[src/rtl/tmr_pkg.sv]
package tmr_pkg;

   typedef enum logic [1:0] {
      REG_COUNT  = 2'd0,
      REG_RELOAD = 2'd1,
      REG_CTRL   = 2'd2,
      REG_STAT   = 2'd3
   } reg_sel_e;

   localparam int CTRL_W = 6;

   typedef struct packed {
      logic irq_en;
      logic use_pscl;
      logic use_evt;
      logic gate_pol;
      logic gate_mode;
      logic run;
   } ctrl_t;

endpackage

[src/rtl/tmr_sync.sv]
module tmr_sync #(
   parameter int STAGES = 2
) (
   input  logic clk,
   input  logic rst_n,
   input  logic d_i,
   output logic q_o
);
   if (STAGES < 2) begin : g_bad_stages
      $error("tmr_sync needs at least two stages");
   end

   logic [STAGES-1:0] chain_q;

   for (genvar i = 0; i < STAGES; i++) begin : g_stage
      if (i == 0) begin : g_first
         always_ff @(posedge clk or negedge rst_n) begin
            if (!rst_n) chain_q[0] <= 1'b0;
            else        chain_q[0] <= d_i;
         end
      end else begin : g_next
         always_ff @(posedge clk or negedge rst_n) begin
            if (!rst_n) chain_q[i] <= 1'b0;
            else        chain_q[i] <= chain_q[i-1];
         end
      end
   end

   assign q_o = chain_q[STAGES-1];
endmodule

[src/rtl/tmr_src.sv]
module tmr_src
   import tmr_pkg::*;
#(
   parameter int SYNC_STAGES = 2
) (
   input  logic  clk,
   input  logic  rst_n,
   input  ctrl_t ctrl,
   input  logic  pscl_tick,
   input  logic  evt_pin,
   input  logic  gate_pin,
   output logic  tick_o
);
   logic evt_s;
   logic gate_s;
   logic evt_prev_q;
   logic evt_fall;
   logic src_step;
   logic run_ok;

   tmr_sync #(.STAGES(SYNC_STAGES)) u_evt_sync (
      .clk(clk), .rst_n(rst_n), .d_i(evt_pin), .q_o(evt_s)
   );

   tmr_sync #(.STAGES(SYNC_STAGES)) u_gate_sync (
      .clk(clk), .rst_n(rst_n), .d_i(gate_pin), .q_o(gate_s)
   );

   always_ff @(posedge clk or negedge rst_n) begin
      if (!rst_n) evt_prev_q <= 1'b0;
      else        evt_prev_q <= evt_s;
   end

   assign evt_fall = evt_prev_q & ~evt_s;

   always_comb begin
      if (ctrl.use_evt)       src_step = evt_fall;
      else if (ctrl.use_pscl) src_step = pscl_tick;
      else                    src_step = 1'b1;
   end

   assign run_ok = ctrl.run & (~ctrl.gate_mode | (gate_s ^ ctrl.gate_pol));
   assign tick_o = run_ok & src_step;

   // a detected falling edge lasts a single cycle
   a_r8_single_pulse: assert property (@(posedge clk) disable iff (!rst_n)
      evt_fall |=> !evt_fall);

   // no step reaches the counter while stopped
   a_r4_no_tick_stopped: assert property (@(posedge clk) disable iff (!rst_n)
      !ctrl.run |-> !tick_o);
endmodule

[src/rtl/tmr_count.sv]
module tmr_count #(
   parameter int W = 8
) (
   input  logic         clk,
   input  logic         rst_n,
   input  logic         tick,
   input  logic         cnt_wr,
   input  logic [W-1:0] cnt_wdata,
   input  logic [W-1:0] reload,
   input  logic         flag_clr,
   output logic [W-1:0] cnt_o,
   output logic         flag_o
);
   localparam logic [W-1:0] CNT_MAX = '1;
   localparam logic [W-1:0] CNT_ONE = W'(1);

   logic [W-1:0] cnt_q;
   logic         flag_q;
   logic         wrap;

   assign wrap = tick && (cnt_q == CNT_MAX);

   always_ff @(posedge clk or negedge rst_n) begin
      if (!rst_n)      cnt_q <= '0;
      else if (cnt_wr) cnt_q <= cnt_wdata;
      else if (wrap)   cnt_q <= reload;
      else if (tick)   cnt_q <= cnt_q + CNT_ONE;
   end

   always_ff @(posedge clk or negedge rst_n) begin
      if (!rst_n)        flag_q <= 1'b0;
      else if (wrap)     flag_q <= 1'b1;
      else if (flag_clr) flag_q <= 1'b0;
   end

   assign cnt_o  = cnt_q;
   assign flag_o = flag_q;

   a_r1_wrap_reload: assert property (@(posedge clk) disable iff (!rst_n)
      (wrap && !cnt_wr) |=> (cnt_q == $past(reload)) && flag_q);

   a_r4_hold: assert property (@(posedge clk) disable iff (!rst_n)
      (!tick && !cnt_wr) |=> $stable(cnt_q));

   a_r6_step_one: assert property (@(posedge clk) disable iff (!rst_n)
      (tick && !wrap && !cnt_wr) |=> (cnt_q == $past(cnt_q) + CNT_ONE));

   a_r9_sticky: assert property (@(posedge clk) disable iff (!rst_n)
      (flag_q && !flag_clr) |=> flag_q);

   a_r9_set_wins: assert property (@(posedge clk) disable iff (!rst_n)
      wrap |=> flag_q);

   a_r10_write_wins: assert property (@(posedge clk) disable iff (!rst_n)
      cnt_wr |=> (cnt_q == $past(cnt_wdata)));
endmodule

[src/rtl/tmr_regs.sv]
module tmr_regs
   import tmr_pkg::*;
#(
   parameter int W = 8
) (
   input  logic         clk,
   input  logic         rst_n,
   input  logic         wr_en,
   input  logic [1:0]   wr_addr,
   input  logic [W-1:0] wr_data,
   input  logic [1:0]   rd_addr,
   input  logic [W-1:0] cnt,
   input  logic         flag,
   output logic [W-1:0] rd_data,
   output logic [W-1:0] reload_o,
   output ctrl_t        ctrl_o,
   output logic         cnt_wr,
   output logic         flag_clr
);
   if (W < CTRL_W) begin : g_bad_width
      $error("tmr_regs data width too small for control bits");
   end

   logic [W-1:0] reload_q;
   ctrl_t        ctrl_q;
   logic         rld_wr;
   logic         ctl_wr;

   assign cnt_wr   = wr_en && (wr_addr == REG_COUNT);
   assign rld_wr   = wr_en && (wr_addr == REG_RELOAD);
   assign ctl_wr   = wr_en && (wr_addr == REG_CTRL);
   assign flag_clr = wr_en && (wr_addr == REG_STAT) && wr_data[0];

   always_ff @(posedge clk or negedge rst_n) begin
      if (!rst_n)      reload_q <= '0;
      else if (rld_wr) reload_q <= wr_data;
   end

   always_ff @(posedge clk or negedge rst_n) begin
      if (!rst_n)      ctrl_q <= '0;
      else if (ctl_wr) ctrl_q <= ctrl_t'(wr_data[CTRL_W-1:0]);
   end

   always_comb begin
      case (rd_addr)
         REG_COUNT:  rd_data = cnt;
         REG_RELOAD: rd_data = reload_q;
         REG_CTRL:   rd_data = W'(ctrl_q);
         default:    rd_data = W'(flag);
      endcase
   end

   assign reload_o = reload_q;
   assign ctrl_o   = ctrl_q;

   a_r2_reload_kept: assert property (@(posedge clk) disable iff (!rst_n)
      !rld_wr |=> $stable(reload_q));
endmodule

[src/rtl/rld_timer8.sv]
module rld_timer8
   import tmr_pkg::*;
#(
   parameter int CNT_W       = 8,
   parameter int SYNC_STAGES = 2
) (
   input  logic             clk,
   input  logic             rst_n,
   input  logic             wr_en,
   input  logic [1:0]       wr_addr,
   input  logic [CNT_W-1:0] wr_data,
   input  logic [1:0]       rd_addr,
   output logic [CNT_W-1:0] rd_data,
   input  logic             pscl_tick,
   input  logic             evt_pin,
   input  logic             gate_pin,
   output logic             irq_o
);
   ctrl_t            ctrl;
   logic [CNT_W-1:0] reload;
   logic [CNT_W-1:0] cnt;
   logic             flag;
   logic             cnt_wr;
   logic             flag_clr;
   logic             tick;

   tmr_regs #(.W(CNT_W)) u_regs (
      .clk(clk), .rst_n(rst_n), .wr_en(wr_en), .wr_addr(wr_addr),
      .wr_data(wr_data), .rd_addr(rd_addr), .cnt(cnt), .flag(flag),
      .rd_data(rd_data), .reload_o(reload), .ctrl_o(ctrl),
      .cnt_wr(cnt_wr), .flag_clr(flag_clr)
   );

   tmr_src #(.SYNC_STAGES(SYNC_STAGES)) u_src (
      .clk(clk), .rst_n(rst_n), .ctrl(ctrl), .pscl_tick(pscl_tick),
      .evt_pin(evt_pin), .gate_pin(gate_pin), .tick_o(tick)
   );

   tmr_count #(.W(CNT_W)) u_count (
      .clk(clk), .rst_n(rst_n), .tick(tick), .cnt_wr(cnt_wr),
      .cnt_wdata(wr_data), .reload(reload), .flag_clr(flag_clr),
      .cnt_o(cnt), .flag_o(flag)
   );

   assign irq_o = flag & ctrl.irq_en;

   // a request never appears without a pending overflow
   a_r3_irq_needs_flag: assert property (@(posedge clk) disable iff (!rst_n)
      irq_o |-> flag);
endmodule

[config.mk]
export PLATFORM = sky130hd
export DESIGN_NAME = rld_timer8
export DESIGN_NICKNAME = d
export VERILOG_FILES = /design/src/rtl/tmr_pkg.sv /design/src/rtl/tmr_sync.sv /design/src/rtl/tmr_src.sv /design/src/rtl/tmr_count.sv /design/src/rtl/tmr_regs.sv /design/src/rtl/rld_timer8.sv
export SDC_FILE = /design/constraint.sdc
export NUM_CORES = 1
export LEC_CHECK = 0
export ABC_CLOCK_PERIOD_IN_PS = 4000
export BUFFER_PORTS_ARGS = -buffer_cell sky130_fd_sc_hd__buf_2
export CORE_ASPECT_RATIO = 0.5
export CORE_MARGIN = 5
export CORE_UTILIZATION = 40
export DETAILED_ROUTE_END_ITERATION = 16
export PLACE_DENSITY = 0.71
export REMOVE_ABC_BUFFERS = 1
export SLEW_MARGIN = 5
export SYNTH_ARGS = -nofsm -noshare
export SYNTH_HDL_FRONTEND = slang
export SYNTH_SLANG_ARGS = --single-unit
[constraint.sdc]
create_clock -name clk -period 4 [get_ports clk]
set_input_delay 0.2 -clock clk [delete_from_list [all_inputs] [get_ports clk]]
set_output_delay 0.2 -clock clk [all_outputs]
set_load 0.05 [all_outputs]
# Word-level counts from Yosys, hierarchy flattened
# Cells that the tools add are included.
dict set report classes {
  div 0
  bitwise 8
  add_sub_neg 1
  n_eq_ne 6
  reduce_logical 10
  n_lt_le_gt_ge 0
  mul 0
  mux 8
  shifts 0
}
# op count
set op_table {}
lappend op_table {{$mux 8} 3}
lappend op_table {{$pmux 8 s3} 1}
lappend op_table {{$add 8x1->8 const B} 1}
lappend op_table {{$eq 8x8->1 const B} 1}
lappend op_table {{$eq 2x2->1 const B} 3}
lappend op_table {{$logic_and 1x1->1} 6}
lappend op_table {{$and 1x1->1} 4}
lappend op_table {{$eq 2x1->1 const B} 2}
lappend op_table {{$logic_not 2->1} 2}
lappend op_table {{$mux 1} 4}
lappend op_table {{$reduce_bool 3->1} 1}
lappend op_table {{$not 1->1} 2}
lappend op_table {{$reduce_bool 2->1} 1}
lappend op_table {{$or 1x1->1} 1}
lappend op_table {{$xor 1x1->1} 1}
dict set report totals {
  regBits 28
  mem_count 0
  ramBits 0
  mem_bits_ro 0
  latch_bits 0
}

# Logic depth before layout (Yosys ltp)
# Gate-level depths: netlist (run 1).
dict set report depth {
  depth_word 7
  depth_mapped 6
  ltp_nobuf 6
}

# By module
# Synthesis (run 1) repeated with hierarchy kept, for this count alone.
dict set report hier_totals {
  hier_cells 128
  area_unflattened_um2 1493.9
}
# mod instances cells_per_inst area_per_inst_um2
set by_module_without_submodules {}
lappend by_module_without_submodules {tmr_regs 1 50 732.0}
lappend by_module_without_submodules {tmr_count 1 66 593.1}
lappend by_module_without_submodules {tmr_sync 2 2 50.0}
lappend by_module_without_submodules {tmr_src 1 7 62.6}
lappend by_module_without_submodules {rld_timer8 1 1 6.3}

# Worst setup path before layout (run 1)
# Ideal clock, no wire load.
dict set report synth_timing {
  kind {input port to output port}
  startpoint {input port rd_addr[0]}
  endpoint {output port rd_data[2]}
  path_slack_ns 2.166
  cell_stages 3
  path_buffers 1
  arrival_ns 1.634
  cell_sequence {clkbuf_2 -> mux2i_1 -> o21ai_0}
}
dict set report synth_via {
  elab_chain_len 2
}
# element line_no
set synth_lines {}
lappend synth_lines {{from (decl)} rld_timer8.sv:12} ;# input logic [1:0] rd_addr,
lappend synth_lines {{$eq 2x2->1 (tied with other cells)} tmr_regs.sv:45} ;# case (rd_addr)
lappend synth_lines {{$pmux 8 s3 *} tmr_regs.sv:45}
lappend synth_lines {{to (decl)} rld_timer8.sv:13} ;# output logic [CNT_W-1:0] rd_data,
# Every way passes the cells marked *; elsewhere a longest branch is shown, timed or not.

# Worst setup path in the final report (run 1)
dict set report layout_timing {
  startpoint {register u_regs.ctrl_q, in the netlist u_regs.ctrl_o[4]}
  endpoint {register u_count.cnt_q[0], in the netlist u_count.cnt_o[0]}
}
dict set report layout_via {
  elab_chain_len 6
}
# element line_no
set layout_lines {}
lappend layout_lines {{from (decl)} tmr_regs.sv:25} ;# ctrl_t ctrl_q;
lappend layout_lines {{from (signal assigned)} tmr_regs.sv:41} ;# else if (ctl_wr) ctrl_q <= ctrl_t'(wr_data[CTRL_W-1:0]);
lappend layout_lines {{$mux 1 *} tmr_src.sv:38} ;# else if (ctrl.use_pscl) src_step = pscl_tick;
lappend layout_lines {{$mux 1 *} tmr_src.sv:37} ;# if (ctrl.use_evt) src_step = evt_fall;
lappend layout_lines {{$and 1x1->1 *} tmr_src.sv:43} ;# assign tick_o = run_ok & src_step;
lappend layout_lines {{$logic_and 1x1->1} tmr_count.sv:21} ;# assign wrap = tick && (cnt_q == CNT_MAX);
lappend layout_lines {{$mux 8} tmr_count.sv:26} ;# else if (wrap) cnt_q <= reload;
lappend layout_lines {{$mux 8} tmr_count.sv:25} ;# else if (cnt_wr) cnt_q <= cnt_wdata;
lappend layout_lines {{to (signal assigned)} tmr_count.sv:25}
lappend layout_lines {{to (signal assigned)} tmr_count.sv:26}
lappend layout_lines {{to (signal assigned)} tmr_count.sv:27} ;# else if (tick) cnt_q <= cnt_q + CNT_ONE;
lappend layout_lines {{to (decl)} tmr_count.sv:17} ;# logic [W-1:0] cnt_q;
# Marked as above.
# A chain may end at the register's enable or synchronous reset.

==> run metrics, run 1 <==
Final Cycle Share 0.435; router iterations before antenna repair 4; # IOs 27; Final HPWL DP 2370 um; Area Overhead vs Synth 16.5%; Ys Warns 0; chip width 95.9 um; Leak 0.784 nW; Post-synth EDFFs 0; CTS buffer count 3; Psw 353 uW; P_int 613 uW; Post-synth top flop dfrtp_1; setup TNS 0 ns; Post-route DRC 0; count of state elements after synthesis 28; Seq/Total Area, Yosys 0.475; Initial Util 0.423; Antenna Nets Post-Route 0; Worst Skew 0.00400 ns; grt met2 use 0.214; total number of vias 1178; initial DRC count 84; most common cell after layout, fill and taps aside dfrtp_1; Hold/Removal Path Class in -> reg; top cell type's share of synthesized area 0.475; htree depth 1; Synth async-reset ratio 1.00; Worst Path Required 4.20 ns; Core Area 3490 um^2; commonest non-fill, non-tap cells in the layout dfrtp_1 (28), buf_2 (26), nor2_1 (14), mux2_2 (14), nand2_1 (11); Max Freq 575 MHz; synth top area cells dfrtp_1 (47%), mux2_2 (11%), mux2i_1 (6.8%); Syn Area/Cell 10.7 um^2; max cap viols 0; clock power share 0.229; CTS tree done; met1 track utilization from global routing 0.199; Pins Over Slew Limit 0; Via-to-Cell Ratio 5.50; GRT busiest layer met2; Final Hold Vio Count 0; pre-CTS setup slack 2.29 ns; die area 5080 um^2; Critical Path AT 1.94 ns; CTS clk-pin slew, worst paths 0.10 ns; post-route setup slack 2.26 ns; register share of total power 0.453; first-pass GRT wire length 5330 um; routability cong. 0.860; hold_ws 0.0267 ns; Mapped Area 1480 um^2; PD cells 562 nW/um^2; Max VDD drop 0.175 mV; Synth cell types 35; Sink Count 28; Setup crit end kind flop; RSZ-0062 raised after global routing no; total power draw 965 uW; Setup Viol. Count Final 0; outcome complete, no violations; vias in the first global route 1053; Tmin final 1.74 ns; initial antenna violation count 0; Max-Slew Margin vs Limit 0.568; PostCTS Resize Cnt 0; Max FO, Critical Path 12; Sw Ratio 0.365; Die H 52.9 um; Synth area leader dfrtp_1; Worst-Margin Slew 0.648 ns; pin count of the biggest net entering global routing 29; routed wire length 3360 um; M3 GR Usage 0.0313; share of cells above drive strength 1 0.288; later-pin clock latency in the skew report 0.27 ns; Total GRT Usage 0.139; maximum clock path buffer count 2; Site Rows 15; gr ovfl total 0; Port Buf Inserts 26; Antenna Diode Count 0; Critical Path Start Type flop; post-DR wirelength/cell 15.7 um; Synth Instances 138; Root Buffer clkbuf_8; Comb pwr share 0.318; Setup CP Type reg -> reg; # nets final 183
## metrics by stage
stage / area [um^2] / cells / utilization
final: 1720 / 214 / 0.492
after global routing: 1720 / 214 / 0.492
after CTS: 1720 / 214 / 0.492
after detailed placement: 1640 / 209 / 0.469
after global placement: 1640 / 209 / 0.469
after floorplan: 1440 / 132 / -
## registers in the layout, indices dropped and copies added, names as in the netlist
signal / flops
u_src.u_gate_sync.q_o: 1
u_src.u_evt_sync.chain_q: 1
u_src.u_gate_sync.chain_q: 1
u_src.evt_prev_q: 1
u_regs.ctrl_o: 6
u_count.cnt_o: 8
u_regs.reload_o: 8
u_src.u_evt_sync.q_o: 1
u_count.flag_o: 1
## area by class of cell
type                       count  area, um^2
timing repair buffer          27         140
multi-input combinational    103         738
clock inverter                 1        30.0
inverter                       1        3.75
fill                         329        1770
sequential                    28         701
tap                           51        63.8
clock buffer                   3        41.3
## kinds of logic after synthesis
| logic type | Yosys count | synth area share |
|---|---|---|
| DFF | 28 | 0.475 |
| buffers and inverters | 7 | 0.0246 |
| xor gates and xnor gates | 3 | 0.0178 |
| AOI/OAI and AO/OA | 27 | 0.110 |
| adders and majority gates | 1 | 0.00848 |
| and+or+nand+nor | 47 | 0.174 |
| muxes | 25 | 0.190 |
## metal layers
layer / wire (um) / part of all wire / vias to the layer above
met4: 0 / 0 / 0
met1: 1610 / 0.48 / 598
met3: 154 / 0.046 / 0
met2: 1600 / 0.47 / 25
met5: 0 / 0 / -
li1: - / - / 555
## critical path, cell delays in order (launching register included)
cell and delay (ns):
dfrtp_1 0.40, nor2b_1 0.14, o21ai_1 0.15, nand3_1 0.34, or3_1 0.46, a31oi_1 0.17
## synthesized netlist by cell type (3+ instances only)
| cell | n |
|---|---|
| mux2i_1 | 10 |
| and3_1 | 3 |
| nand3b_1 | 3 |
| dfrtp_1 | 28 |
| nand2_1 | 11 |
| nor2_1 | 14 |
| a21oi_1 | 6 |
| a211oi_1 | 3 |
| clkbuf_1 | 3 |
| nand3_1 | 4 |
| mux2_2 | 14 |
| o21ai_0 | 9 |
## worst paths after layout
kind                                               from                            to  slack, ns  cells past startpoint
max                                    u_regs.ctrl_o[4]              u_count.cnt_o[0]       2.26                      5
min                                             evt_pin   u_src.u_evt_sync.chain_q[0]       0.03                      1
max reg2reg                            u_regs.ctrl_o[4]              u_count.cnt_o[0]       2.26                      5
min reg2reg                u_src.u_gate_sync.chain_q[0]         u_src.u_gate_sync.q_o       0.36                      0
max in group asynchronous                         rst_n              u_count.cnt_o[1]       3.10                      2
min in group asynchronous                         rst_n  u_src.u_gate_sync.chain_q[0]       0.48                      2
## repair_timing
item / 4_1_cts / 5_1_grt
setup buffers: 0 / 0
hold buffers: 1 / 0
endpoints found under the hold margin: 28 / 0
## power by group through the flow
stage	sequential, mW	combinational (mW)	clock (mW)
after global placement	0.434	0.302	0
after CTS	0.434	0.308	0.228
final	0.437	0.307	0.221
after global routing	0.446	0.337	0.239
after floorplan	0.413	0.243	0
after detailed placement	0.438	0.308	0
No activity file was read; power rests on OpenSTA's default activity.
==> run 2: changes to the inputs <==
- ABC_CLOCK_PERIOD_IN_PS: 4000 -> 1540
- PLACE_DENSITY: 0.71 -> 0.73
- clock period: 4 -> 1.54 ns (I/O delays scaled with it)
==> run 2 against run 1 <==
The run now ends with setup timing left. Largest power group is now combinational logic. Global-route usage rose by 2.6 points. Sequential share of layout area fell by 4.6 points. Clock power rose by 100%. Highest routed layer is now met4.
==> run metrics, run 2 (synthesized netlist as in run 1, its figures left out) <==
post-DR wirelength/cell 16.1 um; Initial Util 0.423; most common cell after layout, fill and taps aside dfrtp_1; Worst Path Required 1.46 ns; CTS buffer count 3; Core Util, Final 0.555; gr ovfl total 0; Final Cycle Share 1.00; htree depth 1; Total GRT Usage 0.165; Psw 1.02 mW; Max-Slew Margin vs Limit 0.575; maximum clock path buffer count 2; first-pass GRT wire length 6320 um; max cap viols 0; Tmin final 1.54 ns; Final HPWL DP 2660 um; CP delay by family, top multiplexers; setup TNS -0.00144 ns; # nets final 203; total number of vias 1239; outcome finished with violations; post-route setup slack -0.00144 ns; Finished Layout Cells 234; Critical Path Start Type flop; clock power share 0.167; Port Buf Inserts 26; Slowest-stage cell, CP mux4_2; post-route design area 1940 um^2; P_int 1.69 mW; Sw Ratio 0.377; slowest stage delay, CP 0.47 ns; dpl cells 222; commonest non-fill, non-tap cells in the layout dfrtp_1 (27), buf_2 (25), buf_4 (16); routed wire length 3760 um; Pins Over Slew Limit 0; Setup CP Type reg -> out; pre-CTS setup slack -0.170 ns; share of cells above drive strength 1 0.410; CTS clk-pin slew, worst paths 0.10 ns; Final Hold Vio Count 0; failing checks setup timing; routability cong. 0.914; Antenna Nets Post-Route 0; crit path cell chain buf_6 -> mux4_2 -> buf_8; Post-route DRC 0; Critical Path AT 1.46 ns; later-pin clock latency in the skew report 0.28 ns; pin count of the biggest net entering global routing 29; Leak 0.882 nW; Via-to-Cell Ratio 5.29; register share of total power 0.405; Setup Viol. Count Final 1; # IOs 27; initial DRC count 71; vias in the first global route 1250; placed cell area 1730 um^2; Die H 52.9 um; initial antenna violation count 0; Site Rows 15; Core Area 3490 um^2; Sink Count 28; Root Buffer clkbuf_8; CP bufs+invs 2; Worst-Margin Slew 0.638 ns; chip width 95.9 um; router iterations before antenna repair 4; Antenna Diode Count 0; Worst Skew 0.0141 ns; RSZ-0062 raised after global routing yes; Max VDD drop 0.605 mV; Area Overhead vs Synth 31.4%; CTS tree done; Max Freq 649 MHz; Comb pwr share 0.428; Hold/Removal Path Class in -> reg; Max FO, Critical Path 2; die area 5080 um^2; Setup crit end kind output pin; PD cells 1400 nW/um^2
[run 2: cell count changes in the layout (fill, tap and decap cells not counted), sizes merged]
cell,delta
bufinv,-1
nand3,+1
buf,+17
dlygate4sd3,+2
clkbuf,+1
[run 2: metal layers]
metal	routed length, um	track usage	vias to the layer above	share of wire
li1	-	-	601	-
met1	1780	0.236	594	0.47
met2	1750	0.253	40	0.47
met3	207	0.0327	4	0.055
met4	24	0.0425	0	0.0064
met5	0	0	-	0
[run 2: final timing paths]
| check | startpoint | endpoint | slack (ns) | cells past startpoint |
|---|---|---|---|---|
| worst min register to register | u_src.u_evt_sync.chain_q[0] | u_src.u_evt_sync.q_o | 0.35 | 0 |
| worst max-delay path | u_count.cnt_o[0] | rd_data[0] | -0.001 | 3 |
| worst min-delay path | wr_data[7] | u_regs.reload_o[7] | 0.05 | 2 |
| min in group asynchronous | rst_n | u_count.cnt_o[3] | 0.37 | 2 |
| max in group asynchronous | rst_n | u_count.cnt_o[2] | 0.73 | 2 |
| worst max register to register | u_count.cnt_o[0] | u_count.cnt_o[0] | 0.06 | 6 |
[run 2: what timing repair did]
action / in CTS / in global routing
setup buffers: 2 / 2
resized for setup: 6 / 14
pin swaps: 1 / 5
hold buffers: 3 / 0
setup endpoints to repair: 7 / 7
gates cloned: 1 / 0
endpoints found under the hold margin: 30 / 0
[run 2: power by group through the flow]
stage | Clock [mW] | Sequential, mW | Combinational (mW)
2_1_floorplan | 0 | 1.07 | 0.631
3_3_place_gp | 0 | 1.08 | 0.974
3_5_place_dp | 0 | 1.09 | 0.995
4_1_cts | 0.476 | 1.08 | 1.07
5_1_grt | 0.497 | 1.12 | 1.25
6_report | 0.453 | 1.10 | 1.16
[run 2: area by class of cell]
| class | count | area (um^2) |
|---|---|---|
| Clock buffer | 4 | 55.1 |
| Multi-Input combinational cell | 104 | 812 |
| Timing Repair Buffer | 46 | 302 |
| Tap cell | 51 | 63.8 |
| Fill cell | 297 | 1550 |
| Sequential cell | 28 | 702 |
| Inverter | 1 | 3.75 |
[run 2: through the flow]
stage          power (mW)  hold slack (ns)
2_1_floorplan        1.70           -0.219
3_3_place_gp         2.05            0.121
3_5_place_dp         2.08            0.133
4_1_cts              2.63           0.0357
5_1_grt              2.87           0.0468
6_report             2.71           0.0459
